<file path="src/rtl/pdm_pkg.sv">
`timescale 1ns/1ps
package pdm_pkg;

    typedef enum logic [1:0] {
        MODE_ACTIVE  = 2'd0,
        MODE_STANDBY = 2'd1,
        MODE_SLEEP   = 2'd2,
        MODE_RSVD    = 2'd3
    } pd_mode_e;

    typedef enum logic [2:0] {
        SEQ_RUN    = 3'd0,
        SEQ_HALT   = 3'd1,
        SEQ_CLAMP  = 3'd2,
        SEQ_RETAIN = 3'd3,
        SEQ_RAMP   = 3'd4
    } seq_state_e;

    typedef enum logic [1:0] {
        GRP_MODE = 2'd0,
        GRP_WAKE = 2'd1,
        GRP_CFG  = 2'd2,
        GRP_NONE = 2'd3
    } reg_grp_e;

    typedef struct packed {
        logic clk_en;
        logic iso;
        logic rail_low;
    } pd_ctrl_t;

    function automatic pd_ctrl_t ctrl_of(seq_state_e s);
        pd_ctrl_t c;
        case (s)
            SEQ_RUN:    c = '{clk_en: 1'b1, iso: 1'b0, rail_low: 1'b0};
            SEQ_HALT:   c = '{clk_en: 1'b0, iso: 1'b0, rail_low: 1'b0};
            SEQ_CLAMP:  c = '{clk_en: 1'b0, iso: 1'b1, rail_low: 1'b0};
            SEQ_RETAIN: c = '{clk_en: 1'b0, iso: 1'b1, rail_low: 1'b1};
            SEQ_RAMP:   c = '{clk_en: 1'b0, iso: 1'b1, rail_low: 1'b0};
            default:    c = '{clk_en: 1'b0, iso: 1'b1, rail_low: 1'b0};
        endcase
        return c;
    endfunction

    function automatic pd_mode_e mode_of(seq_state_e s);
        case (s)
            SEQ_RUN:             return MODE_ACTIVE;
            SEQ_HALT, SEQ_CLAMP: return MODE_STANDBY;
            default:             return MODE_SLEEP;
        endcase
    endfunction

    function automatic logic in_flight(seq_state_e s);
        return (s == SEQ_CLAMP) || (s == SEQ_RAMP);
    endfunction

endpackage

</file>
<file path="src/rtl/pdm_timewheel.sv">
`timescale 1ns/1ps
module pdm_timewheel #(
    parameter int N    = 8,
    parameter int TW_W = 16
) (
    input  logic                  clk,
    input  logic                  rst,
    input  logic [N-1:0]          arm_we,
    input  logic [TW_W-1:0]       arm_time,
    output logic [N-1:0]          wake
);

    logic [TW_W-1:0]         tw_q;
    logic [N-1:0]            armed_q;
    logic [N-1:0][TW_W-1:0]  when_q;

    always_comb begin
        for (int d = 0; d < N; d++) begin
            wake[d] = armed_q[d] && (when_q[d] == tw_q);
        end
    end

    always_ff @(posedge clk) begin
        if (rst) begin
            tw_q    <= '0;
            armed_q <= '0;
            when_q  <= '0;
        end else begin
            tw_q <= tw_q + 1'b1;
            for (int d = 0; d < N; d++) begin
                if (arm_we[d]) begin
                    armed_q[d] <= 1'b1;
                    when_q[d]  <= arm_time;
                end else if (wake[d]) begin
                    armed_q[d] <= 1'b0;
                end
            end
        end
    end

    AST_TW_STEP: assert property (@(posedge clk) disable iff (rst)
        !$past(rst) |-> tw_q == TW_W'($past(tw_q) + 1'b1)) else $error("timewheel skipped");

    for (genvar g = 0; g < N; g++) begin : g_entry
        AST_WAKE_DISARMS: assert property (@(posedge clk) disable iff (rst)
            wake[g] && !arm_we[g] |=> !armed_q[g]) else $error("wake entry kept");
        AST_ARM_TAKES: assert property (@(posedge clk) disable iff (rst)
            arm_we[g] |=> armed_q[g] && when_q[g] == $past(arm_time)) else $error("arm lost");
    end

endmodule

</file>
<file path="src/rtl/pdm_ctrl_regs.sv">
`timescale 1ns/1ps
module pdm_ctrl_regs
    import pdm_pkg::*;
#(
    parameter int N          = 8,
    parameter int TW_W       = 16,
    parameter int SETTLE_W   = 4,
    parameter int SETTLE_RST = 3,
    localparam int DOM_W     = (N > 1) ? $clog2(N) : 1,
    localparam int ADDR_W    = DOM_W + 2
) (
    input  logic                  clk,
    input  logic                  rst,
    input  logic                  wr_en,
    input  logic [ADDR_W-1:0]     wr_addr,
    input  logic [TW_W-1:0]       wr_data,
    input  logic [N-1:0]          wake,
    output logic [N-1:0]          arm_we,
    output logic [TW_W-1:0]       arm_time,
    output logic [N-1:0][1:0]     tgt_eff,
    output logic [N-1:0][1:0]     tgt_q,
    output logic [SETTLE_W-1:0]   settle_q
);

    reg_grp_e          grp;
    logic [DOM_W-1:0]  idx;
    logic              cfg_hit;
    logic [N-1:0]      mode_hit;

    assign grp      = reg_grp_e'(wr_addr[ADDR_W-1 -: 2]);
    assign idx      = wr_addr[DOM_W-1:0];
    assign cfg_hit  = wr_en && (grp == GRP_CFG) && (idx == '0);
    assign arm_time = wr_data;

    always_comb begin
        for (int d = 0; d < N; d++) begin
            mode_hit[d] = wr_en && (grp == GRP_MODE) && (idx == DOM_W'(d))
                          && (wr_data[1:0] != MODE_RSVD);
            arm_we[d]   = wr_en && (grp == GRP_WAKE) && (idx == DOM_W'(d));
            if (wake[d])          tgt_eff[d] = MODE_ACTIVE;
            else if (mode_hit[d]) tgt_eff[d] = wr_data[1:0];
            else                  tgt_eff[d] = tgt_q[d];
        end
    end

    always_ff @(posedge clk) begin
        if (rst) begin
            settle_q <= SETTLE_W'(SETTLE_RST);
            for (int d = 0; d < N; d++) tgt_q[d] <= MODE_ACTIVE;
        end else begin
            if (cfg_hit) settle_q <= wr_data[SETTLE_W-1:0];
            for (int d = 0; d < N; d++) tgt_q[d] <= tgt_eff[d];
        end
    end

    for (genvar g = 0; g < N; g++) begin : g_chk
        AST_WAKE_WINS: assert property (@(posedge clk) disable iff (rst)
            wake[g] |=> tgt_q[g] == MODE_ACTIVE) else $error("wake lost to write");
        AST_RSVD_IGNORED: assert property (@(posedge clk) disable iff (rst)
            wr_en && grp == GRP_MODE && idx == DOM_W'(g) && wr_data[1:0] == MODE_RSVD && !wake[g]
            |=> $stable(tgt_q[g])) else $error("reserved mode accepted");
    end

endmodule

</file>
<file path="src/rtl/pdm_domain_seq.sv">
`timescale 1ns/1ps
module pdm_domain_seq
    import pdm_pkg::*;
#(
    parameter int SETTLE_W = 4
) (
    input  logic                 clk,
    input  logic                 rst,
    input  logic [1:0]           tgt_eff,
    input  logic [1:0]           tgt_q,
    input  logic [SETTLE_W-1:0]  settle,
    output pd_ctrl_t             ctrl,
    output logic [2:0]           status
);

    seq_state_e            state_q, state_d;
    logic [SETTLE_W-1:0]   cnt_q, cnt_d;
    pd_mode_e              tgt;
    logic                  busy;

    assign tgt = pd_mode_e'(tgt_eff);

    always_comb begin
        state_d = state_q;
        cnt_d   = cnt_q;
        case (state_q)
            SEQ_RUN: begin
                if (tgt == MODE_STANDBY || tgt == MODE_SLEEP) state_d = SEQ_HALT;
            end
            SEQ_HALT: begin
                if (tgt == MODE_ACTIVE)     state_d = SEQ_RUN;
                else if (tgt == MODE_SLEEP) state_d = SEQ_CLAMP;
            end
            SEQ_CLAMP: begin
                state_d = (tgt == MODE_SLEEP) ? SEQ_RETAIN : SEQ_HALT;
            end
            SEQ_RETAIN: begin
                if (tgt != MODE_SLEEP) begin
                    state_d = SEQ_RAMP;
                    cnt_d   = settle;
                end
            end
            SEQ_RAMP: begin
                if (cnt_q == '0) state_d = SEQ_HALT;
                else             cnt_d   = cnt_q - 1'b1;
            end
            default: state_d = SEQ_HALT;
        endcase
    end

    always_ff @(posedge clk) begin
        if (rst) begin
            state_q <= SEQ_RUN;
            cnt_q   <= '0;
        end else begin
            state_q <= state_d;
            cnt_q   <= cnt_d;
        end
    end

    assign ctrl   = ctrl_of(state_q);
    assign busy   = in_flight(state_q) || (mode_of(state_q) != pd_mode_e'(tgt_q));
    assign status = {busy, mode_of(state_q)};

    AST_GATE_BEFORE_ISO: assert property (@(posedge clk) disable iff (rst)
        $rose(ctrl.iso) |-> !$past(ctrl.clk_en)) else $error("iso before gate");
    AST_ISO_BEFORE_RAIL: assert property (@(posedge clk) disable iff (rst)
        $rose(ctrl.rail_low) |-> $past(ctrl.iso)) else $error("rail before iso");
    AST_ISO_HELD_ON_RAMP: assert property (@(posedge clk) disable iff (rst)
        $fell(ctrl.rail_low) |-> ctrl.iso) else $error("iso dropped with rail");
    AST_CLK_AFTER_ISO: assert property (@(posedge clk) disable iff (rst)
        $rose(ctrl.clk_en) |-> !$past(ctrl.iso) && !$past(ctrl.rail_low)) else $error("clock early");
    AST_NO_CLK_IN_RETENTION: assert property (@(posedge clk) disable iff (rst)
        ctrl.rail_low |-> ctrl.iso && !ctrl.clk_en) else $error("retention unsafe");

endmodule

</file>
<file path="src/rtl/pwr_domain_ctrl.sv">
`timescale 1ns/1ps
module pwr_domain_ctrl
    import pdm_pkg::*;
#(
    parameter int N          = 8,
    parameter int TW_W       = 16,
    parameter int SETTLE_W   = 4,
    parameter int SETTLE_RST = 3,
    localparam int DOM_W     = (N > 1) ? $clog2(N) : 1,
    localparam int ADDR_W    = DOM_W + 2
) (
    input  logic               clk,
    input  logic               rst,
    input  logic               wr_en,
    input  logic [ADDR_W-1:0]  wr_addr,
    input  logic [TW_W-1:0]    wr_data,
    input  logic [DOM_W-1:0]   rd_dom,
    output logic [2:0]         rd_status,
    output logic [N-1:0]       dom_clk_en,
    output logic [N-1:0]       dom_iso,
    output logic [N-1:0]       dom_rail_low
);

    logic [N-1:0]           wake;
    logic [N-1:0]           arm_we;
    logic [TW_W-1:0]        arm_time;
    logic [N-1:0][1:0]      tgt_eff;
    logic [N-1:0][1:0]      tgt_q;
    logic [SETTLE_W-1:0]    settle_q;
    logic [N-1:0][2:0]      status_all;

    pdm_timewheel #(.N(N), .TW_W(TW_W)) u_wheel (
        .clk      (clk),
        .rst      (rst),
        .arm_we   (arm_we),
        .arm_time (arm_time),
        .wake     (wake)
    );

    pdm_ctrl_regs #(
        .N(N), .TW_W(TW_W), .SETTLE_W(SETTLE_W), .SETTLE_RST(SETTLE_RST)
    ) u_regs (
        .clk      (clk),
        .rst      (rst),
        .wr_en    (wr_en),
        .wr_addr  (wr_addr),
        .wr_data  (wr_data),
        .wake     (wake),
        .arm_we   (arm_we),
        .arm_time (arm_time),
        .tgt_eff  (tgt_eff),
        .tgt_q    (tgt_q),
        .settle_q (settle_q)
    );

    for (genvar g = 0; g < N; g++) begin : g_dom
        pd_ctrl_t ctrl;

        pdm_domain_seq #(.SETTLE_W(SETTLE_W)) u_seq (
            .clk     (clk),
            .rst     (rst),
            .tgt_eff (tgt_eff[g]),
            .tgt_q   (tgt_q[g]),
            .settle  (settle_q),
            .ctrl    (ctrl),
            .status  (status_all[g])
        );

        assign dom_clk_en[g]   = ctrl.clk_en;
        assign dom_iso[g]      = ctrl.iso;
        assign dom_rail_low[g] = ctrl.rail_low;
    end

    assign rd_status = status_all[rd_dom];

endmodule

</file>
<file path="config.mk">
export PLATFORM = sky130hd
export DESIGN_NAME = pwr_domain_ctrl
export DESIGN_NICKNAME = d
export VERILOG_FILES = /design/src/rtl/pdm_pkg.sv /design/src/rtl/pdm_timewheel.sv /design/src/rtl/pdm_ctrl_regs.sv /design/src/rtl/pdm_domain_seq.sv /design/src/rtl/pwr_domain_ctrl.sv
export SDC_FILE = /design/constraint.sdc
export NUM_CORES = 1
export LEC_CHECK = 0
export BUFFER_PORTS_ARGS = -buffer_cell sky130_fd_sc_hd__buf_2
export CORE_MARGIN = 3
export CORE_UTILIZATION = 40
export DETAILED_ROUTE_END_ITERATION = 8
export GPL_TIMING_DRIVEN = 0
export PLACE_DENSITY = 0.54
export SLEW_MARGIN = 10
export SYNTH_ARGS = -nofsm -noshare
export SYNTH_HDL_FRONTEND = slang
export SYNTH_HIERARCHICAL = 1
export SYNTH_SLANG_ARGS = --single-unit
</file>
<file path="constraint.sdc">
create_clock -name clk -period 6.4 [get_ports clk]
set_input_delay 1.28 -clock clk [delete_from_list [all_inputs] [get_ports clk]]
set_output_delay 1.28 -clock clk [all_outputs]
set_load 0.02 [all_outputs]
</file>
Word-level counts from Yosys, hierarchy flattened
Index checks and enable logic that the tools add are counted.

RAM bits: 0. Bits in read-only memories: 0. Latch bits: 0. Register bits: 228. Logic and storage cells: 430. Output and inout bits: 27. Bits of input ports: 27. Memories: 0.

Equality and inequality tests: 122. $lt $le $gt $ge: 1. Multiply operators: 0. Muxes and demuxes: 130. Bitwise gates (word level): 0. $add $sub $neg: 9. Shift operators: 0. Div/mod/pow operators: 0. Reductions and logical operators: 126.

Operator list (number): == test 16 bit (8); two-way mux 3 bit (41); one-hot mux 3 bit (5 select lines) (8); one-hot mux 3 bit (3 select lines) (8); two-way mux 4 bit (16); one-hot mux 4 bit (2 select lines) (8); == test 3 x 2 -> 1 bit, second input constant (18); two-way mux 2 bit (24); inequality test 2 x 1 -> 1 bit, second input constant (24); == test 3 bit, second input constant (12); logical AND 1 bit (36); inequality test 2 bit, second input constant (17); logical NOT 4 bit (8); one-hot mux 2 bit (2 select lines) (8); AND reduction 4 bit (8); nonzero test 2 bit (16); subtractor 4 x 1 -> 4 bit, second input constant (8); == test 3 x 1 -> 1 bit, second input constant (9); logical NOT 3 bit (9); logical OR 1 bit (24); inequality test 3 x 1 -> 1 bit, second input constant (8); AND reduction 3 bit (8); == test 2 x 1 -> 1 bit, second input constant (9); == test 2 bit, second input constant (9); other kinds (7) (44).

Logic depth before layout (Yosys ltp)
Gate-level depths: netlist of the first run.

Word-level depth: 10. Gate-level depth with buffers: 14. Mapped depth without buffers: 12.

By module
Netlist of the first run, hierarchy kept.

By module, submodules not included: pdm_timewheel (cells each 731, area an instance 7186.9 um^2, times used 1, seq. area each 3042.9 um^2); pdm_domain_seq (cells each 73, area an instance 573.0 um^2, times used 8, seq. area each 140.1 um^2); pdm_ctrl_regs (cells each 183, area an instance 1488.9 um^2, times used 1, seq. area each 400.4 um^2); pwr_domain_ctrl (cells each 10, area an instance 202.7 um^2, times used 1, seq. area each 0.0 um^2).

Least setup slack after synthesis of the first run
Ideal clock, no wire load.

Kind: input to output. Start: input port rd_dom[0]. End: output port rd_status[2]. Arrival: 2230 ps. Path slack: 2890 ps. Path buffers: 1. Stages: 3. Data required time: 5120 ps. Cells stage by stage: buf_6 > mux4_1 > mux2_2.

Longest elaborated chain between the ends: 2.

RTL lines: from (decl) (line pwr_domain_ctrl.sv:17) `input logic [DOM_W-1:0] rd_dom,`; binary-select mux 3 bit (select 3 bit) (line pwr_domain_ctrl.sv:74) `assign rd_status = status_all[rd_dom];`; two-way mux 3 bit (implied by the code) (line pwr_domain_ctrl.sv:74); to (decl) (line pwr_domain_ctrl.sv:18) `output logic [2:0] rd_status,`.

No other way between the ends. The select of a mux whose other input is x is not followed.

Final worst setup path of the first run
Start: register g_dom[2].u_seq.state_q[1]. End: output port rd_status[2].

Longest elaborated chain between the ends: 7. Elaborated cells on any way between the ends: 11. Those cells by class: eq/ne (4); mux (3); reduce/logical (4).

RTL lines: from (decl) (line pdm_domain_seq.sv:16) `seq_state_e state_q, state_d;`; from (signal assigned) (line pdm_domain_seq.sv:56) `state_q <= state_d;`; == test 3 x 1 -> 1 bit / == test 3 x 2 -> 1 bit (equally long branches) (line pdm_pkg.sv:46, pdm_pkg.sv:54); OR reduction 2 bit (line pdm_pkg.sv:46) `case (s)`; one-hot mux 2 bit (2 select lines) (line pdm_pkg.sv:46); inequality test 2 bit (line pdm_domain_seq.sv:62) `assign busy = in_flight(state_q) || (mode_of(state_q) != pd_mode_e'(tgt_q));`; logical OR 1 bit (*) (line pdm_domain_seq.sv:62); named net g_dom[2].u_seq.busy (line pdm_domain_seq.sv:19) `logic busy;`; binary-select mux 3 bit (select 3 bit) (*) (line pwr_domain_ctrl.sv:74); two-way mux 3 bit (implied by the code) (*) (line pwr_domain_ctrl.sv:74).

The timed path passes the listed nets; every way through them passes the cells marked *. The select of a mux whose other input is x is not followed.

==> impl_metrics.tcl, run 1 <==
set metrics [dict create \
    status "finished clean" \
    drive_above_1_share_pct 15.7 \
    yosysTopAreaCell "dfxtp_1" \
    place.gp.congestion 0.800 \
    cts_root_buffer "clkbuf_16" \
    cts_buffers 26 \
    synth-seq-cells 228 \
    antenna_found_initial 0 \
    antenna_cells 0 \
    num_vias 10330 \
    worstRegToRegCells 11 \
    post-cts-setup-buffers 0 \
    cts.clk_slew.worst_paths_ns 0.06 \
    worst_pin_slew_ns 1.10 \
    fin_crit_sh_pct 64.8 \
    total_power_mw 3.23 \
    rsz0062_at_grt "false" \
    grt_max_degree 18 \
    ctsHoldBuffers 0 \
    hold_path_class "reg2reg" \
    synth-main-ff-cell "dfxtp_1" \
    synth_seq_area_share_pct 33.9 \
    clockBufferDepth 3 \
    cts.sinks 228 \
    leakage_nw 5.46 \
    core_sq_um 32900 \
    dr.pass1.iters 4 \
    grt_pass1_vias 9749 \
    drt-met1-wl_um 17300 \
    finalWirelength_um 36400 \
    hpwl_um 24500 \
    critPathLaunchType "register" \
    reg2reg_from "u_wheel/tw_q[0]" \
    setup_viol 0 \
    start_util_pct 41.0 \
    finalHoldViolations 0 \
    worst-setup-path-type "reg2out" \
    io_buffer_count 40 \
    timing.hold.ws_ns 0.470 \
    critPathCapture "rd_status[2]" \
    insertion_delay_ns 0.55 \
    period_needed_ns 4.15 \
    cp-startpoint "g_dom[2].u_seq/state_q[1]" \
    p_per_area_nw_per_um2 213 \
    maxCapViolCount 0 \
    via_per_inst 5.07 \
    r2r_slack_ns 3.10 \
    synth.most_common_cell "dfxtp_1" \
    synth_edf_count 0 \
    critPathMaxFanout 10 \
    slew_headroom_pct 26.4 \
    synth_fp_nets 1560 \
    finish.net_count 1628 \
    fmax_mhz 241 \
    ys_types 58 \
    tns_ns 0 \
    crit_path_end_kind "primary output" \
    finClkSkew_ns 0.0251 \
    grt_pass1_wl_um 56300 \
    h-tree-depth 1 \
    cts_tree "built" \
    slew_viol_final 0 \
    avgSynthCellArea_sq_um 8.93 \
    dr_wl_met2_um 16900 \
    drt_iter0_drc 517 \
    worstReg2RegEnd "g_dom[7].u_seq/cnt_q[0]" \
    irDropWorstVdd_mv 0.211 \
    ant_nets 0 \
    cts_resized 0 \
    highest-signal-layer "met4" \
    area_delta_synth_final_pct 12.5 \
    die_area_sq_um 35900 \
    die_h_um 189 \
    rows 66 \
    yosys_warnings 6 \
    io_pins 54 \
    cp.required_ns 5.12 \
    async_flop_share_pct 0 \
    die_w_um 189 \
    wl_met3_um 1280 \
    arrival_ns 2.87 \
    synth.top_cells.by_count "dfxtp_1, nor2_1, mux2i_1, xnor2_1, inv_1" \
    syn_area_sq_um 13500 \
    syn_inst 1508 \
    gr-total-overflow 0 \
    grt_usage_pct 19.9 \
    fillCellCount 3330 \
    synth_top_area_share_pct 33.9 \
    route.detailed.drc 0 \
    yosys-top-cells-area "dfxtp_1, mux2i_1, xnor2_1" \
    wl_per_cell_um 17.9 \
]
layout make-up:
cell class              count  area (sq um)  area share (%)
multi-input cells        1074          7850            51.9
repair buffers             40           200            1.32
plain buffers             138           793            5.24
inverters                  68           255            1.69
well taps                 442           553            3.65
clock buffers              39           790            5.21
clock inverters             9           134           0.884
flip-flops and latches    228          4560            30.1
cells in the final DEF (no fill, tap or decap), drive strengths merged, types with 10 or more instances in the layout:
cell type	n
nor2b	18
o31ai	10
o22ai	16
mux2i	160
nor3	31
nand4	35
buf	128
ha	25
dfxtp	228
nor2	224
nor3b	24
o21ai	42
xnor2	147
and2	17
clkbuf	89
a21oi	52
mux2	11
nand2b	51
nor4	34
nand2	57
inv	68
cells by family after synthesis:
logic type / Yosys count / synth area share (%)
buf+inv: 206 / 7.79
simple gates: 538 / 21.7
mux: 177 / 14.0
xor+xnor: 148 / 9.91
fa+ha+maj: 33 / 2.92
flops: 228 / 33.9
compound gates: 178 / 9.78
how the worst min path moves through the flow:
| stage | from | end | slack (ns) | depth (start not counted) |
|---|---|---|---|---|
| 3_5_place_dp | u_wheel/armed_q[5] | u_wheel/armed_q[5] | 0.46 | 2 |
| 6_report | u_wheel/armed_q[2] | u_wheel/armed_q[2] | 0.47 | 2 |
| 2_1_floorplan | u_wheel/armed_q[3] | u_wheel/armed_q[3] | 0.44 | 2 |
| 4_1_cts | u_wheel/armed_q[5] | u_wheel/armed_q[5] | 0.47 | 2 |
| 5_1_grt | u_wheel/armed_q[2] | u_wheel/armed_q[2] | 0.50 | 2 |
| 3_3_place_gp | u_wheel/armed_q[0] | u_wheel/armed_q[0] | 0.45 | 2 |
power by group:
group / internal, mW / switching, mW / total [mW]
clock: 0.971 / 0.616 / 1.59
combinational: 0.0729 / 0.134 / 0.207
sequential: 1.43 / 0.00816 / 1.44
total: 2.47 / 0.759 / 3.23
metal layers:
metal / up-vias / track usage [%]
met4: 0 / 4.86
li1: 5261 / -
met5: - / 0
met2: 176 / 33.7
met3: 51 / 2.28
met1: 4842 / 27.2
registers in the layout (all words and copies together), names as in the netlist:
register and flops:
g_dom.u_seq/cnt_q 32, u_regs/settle_q 4, g_dom.u_seq/state_q 24, u_wheel/tw_q 16, u_wheel/when_q 128, u_regs/tgt_q 16
u_wheel/armed_q 8
critical path: stages, from the launching register on:
cell and delay [ns]:
dfxtp_1 0.38, clkbuf_1 0.35, maj3_1 0.23, a21oi_1 0.07, nor2_1 0.09, a31oi_1 0.06, buf_4 0.16, mux4_1 0.53
mux2_2 0.28, buf_2 0.16
metrics by stage:
step | instance area [sq um] | setup WS (ns) | cells | util, %
6_report | 15100 | 2.25 | 2038 | 46.1
5_1_grt | 15100 | 2.03 | 2038 | 46.1
2_1_floorplan | 13500 | 2.89 | 1508 | -
3_3_place_gp | 14200 | 2.49 | 1990 | 43.3
3_5_place_dp | 14200 | 2.46 | 1990 | 43.3
4_1_cts | 15100 | 2.22 | 2038 | 46.1
Note: power is estimated with default switching activity, not from simulation.
==> inputs of run 2 (changes only) <==
--- a/config.mk
+++ b/config.mk
@@ -10,7 +10,7 @@
 export CORE_UTILIZATION = 40
 export DETAILED_ROUTE_END_ITERATION = 8
 export GPL_TIMING_DRIVEN = 0
-export PLACE_DENSITY = 0.54
+export PLACE_DENSITY = 0.56
 export SLEW_MARGIN = 10
 export SYNTH_ARGS = -nofsm -noshare
 export SYNTH_HDL_FRONTEND = slang
==> constraint.sdc (replaced) <==
create_clock -name clk -period 3.4 [get_ports clk]
set_input_delay 0.68 -clock clk [delete_from_list [all_inputs] [get_ports clk]]
set_output_delay 0.68 -clock clk [all_outputs]
set_load 0.02 [all_outputs]
==> run 2 against run 1 <==
Net effect: first-iteration DRC count grew 3.7%; power grew 84%; clock power rose by 79%; cell count is essentially flat; combinational power up 88%; sequential power up 88%; core utilization is 0.17 points higher; global-route usage rose by 0.056 points.
==> impl_metrics.tcl, run 2 (synthesis gave the netlist of run 1 again) <==
set metrics [dict create \
    status "finished clean" \
    crit_chain "buf_2, nor4_1, a21oi_1, nor2_1, a31oi_1, buf_4, mux4_2, mux2_2, buf_2" \
    antenna_found_initial 1 \
    ant_nets 0 \
    dpl_cell_area_sq_um 14200 \
    crit_path_max_incr_delay_ns 0.46 \
    finClkSkew_ns 0.0142 \
    clockBufferDepth 3 \
    num_vias 10458 \
    maxCapViolCount 0 \
    leakage_nw 5.48 \
    fin_crit_sh_pct 97.0 \
    cts.clk_slew.worst_paths_ns 0.06 \
    cts_tree "built" \
    cts.sinks 228 \
    start_util_pct 41.0 \
    grt_max_degree 18 \
    slew_headroom_pct 28.6 \
    finalHoldViolations 0 \
    finish.net_count 1626 \
    critPathLaunchType "register" \
    irDropWorstVdd_mv 0.387 \
    io_pins 54 \
    tns_ns 0 \
    fin_area_sq_um 15200 \
    drt_iter0_drc 536 \
    h-tree-depth 1 \
    period_needed_ns 3.30 \
    fmax_mhz 303 \
    route.detailed.drc 0 \
    fillCellCount 3321 \
    dp_cells 1990 \
    area_delta_synth_final_pct 12.9 \
    crit_path_frequent_cell "buf_2" \
    final_cell_mix "dfxtp_1, nor2_1, mux2i_1" \
    min_delay_path_depth 3 \
    die_area_sq_um 35900 \
    final_common_cell "dfxtp_1" \
    antenna_cells 0 \
    biggestRegsByFlops "u_wheel/when_q x128, g_dom.u_seq/cnt_q x32, g_dom.u_seq/state_q x24" \
    crit_path_end_kind "primary output" \
    io_buffer_count 40 \
    slew_viol_final 0 \
    post-cts-setup-buffers 0 \
    grt_usage_pct 20.0 \
    hold_path_class "in2reg" \
    cp.required_ns 2.72 \
    hpwl_um 24300 \
    p_per_area_nw_per_um2 391 \
    worstRegToRegCells 11 \
    regMostFlops "u_wheel/when_q" \
    insertion_delay_ns 0.56 \
    dr.pass1.iters 5 \
    largest_reg_flops 128 \
    fin_cells 2037 \
    grt_pass1_vias 10009 \
    critPathMaxFanout 10 \
    finalWirelength_um 36200 \
    setup_viol 0 \
    fin_util_pct 46.2 \
    via_per_inst 5.13 \
    rsz0062_at_grt "true" \
    rows 66 \
    worstHoldStart "wr_data[3]" \
    reg2reg_from "u_wheel/tw_q[1]" \
    worst_pin_slew_ns 1.07 \
    grt_pass1_wl_um 56800 \
    die_w_um 189 \
    die_h_um 189 \
    core_sq_um 32900 \
    wl_per_cell_um 17.8 \
    slowest_stage "mux4_2" \
    place.gp.congestion 0.803 \
    arrival_ns 2.62 \
    cts_buffers 27 \
    cts_root_buffer "clkbuf_16" \
    worst-setup-path-type "reg2out" \
    gr-total-overflow 0 \
    cp-startpoint "g_dom[0].u_seq/state_q[0]" \
    drive_above_1_share_pct 16.9 \
]
-- run 2: cell type report --
| class | count | area [sq um] | area share, % |
|---|---|---|---|
| Buffer | 135 | 831 | 5.47 |
| Clock buffer | 41 | 808 | 5.32 |
| Clock inverter | 9 | 63.8 | 0.420 |
| Inverter | 68 | 255 | 1.68 |
| Multi-Input combinational cell | 1074 | 7910 | 52.1 |
| Sequential cell | 228 | 4570 | 30.1 |
| Tap cell | 442 | 553 | 3.64 |
| Timing Repair Buffer | 40 | 200 | 1.32 |
-- run 2: metrics by stage --
step | worst slack, ns | hold WS [ns] | power (mW)
after global placement | 0.103 | 0.454 | 3.15
after global routing | -0.0109 | 0.422 | 6.14
final | 0.102 | 0.405 | 5.94
after floorplan | 0.547 | 0.444 | 3.02
after CTS | 0.0127 | 0.387 | 6.02
after detailed placement | 0.0830 | 0.458 | 3.15
-- run 2: final timing paths --
path / slack (ns) / to
max: 0.10 / rd_status[2]
min: 0.40 / u_regs/settle_q[3]
max reg2reg: 0.27 / g_dom[7].u_seq/cnt_q[0]
min reg2reg: 0.47 / u_wheel/armed_q[0]
-- run 2: layer usage --
metal,GRT usage [%],share of wire [%],vias to the layer above
li1,-,-,5250
met1,26.9,46,4940
met2,34.0,47,214
met3,2.46,4.2,52
met4,5.03,2.5,2
met5,0,0.022,-
-- run 2: repair_timing --
item | in CTS | in global routing
hold buffers | 0 | 0
pin swaps | 0 | 2
setup endpoints to repair | 2 | 7
gates resized for setup | 10 | 41
-- run 2: where the power goes --
part | switching, mW | internal (mW)
Combinational | 0.250 | 0.139
Sequential | 0.0154 | 2.69
Clock | 1.20 | 1.64
-- run 2: critical path: cells and delay by family (launching register included) --
| family | cells | cell delay (ns) |
|---|---|---|
| compound gates | 2 | 0.13 |
| flops | 1 | 0.32 |
| simple gates | 2 | 0.38 |
| mux | 2 | 0.73 |
| buf+inv | 3 | 0.50 |
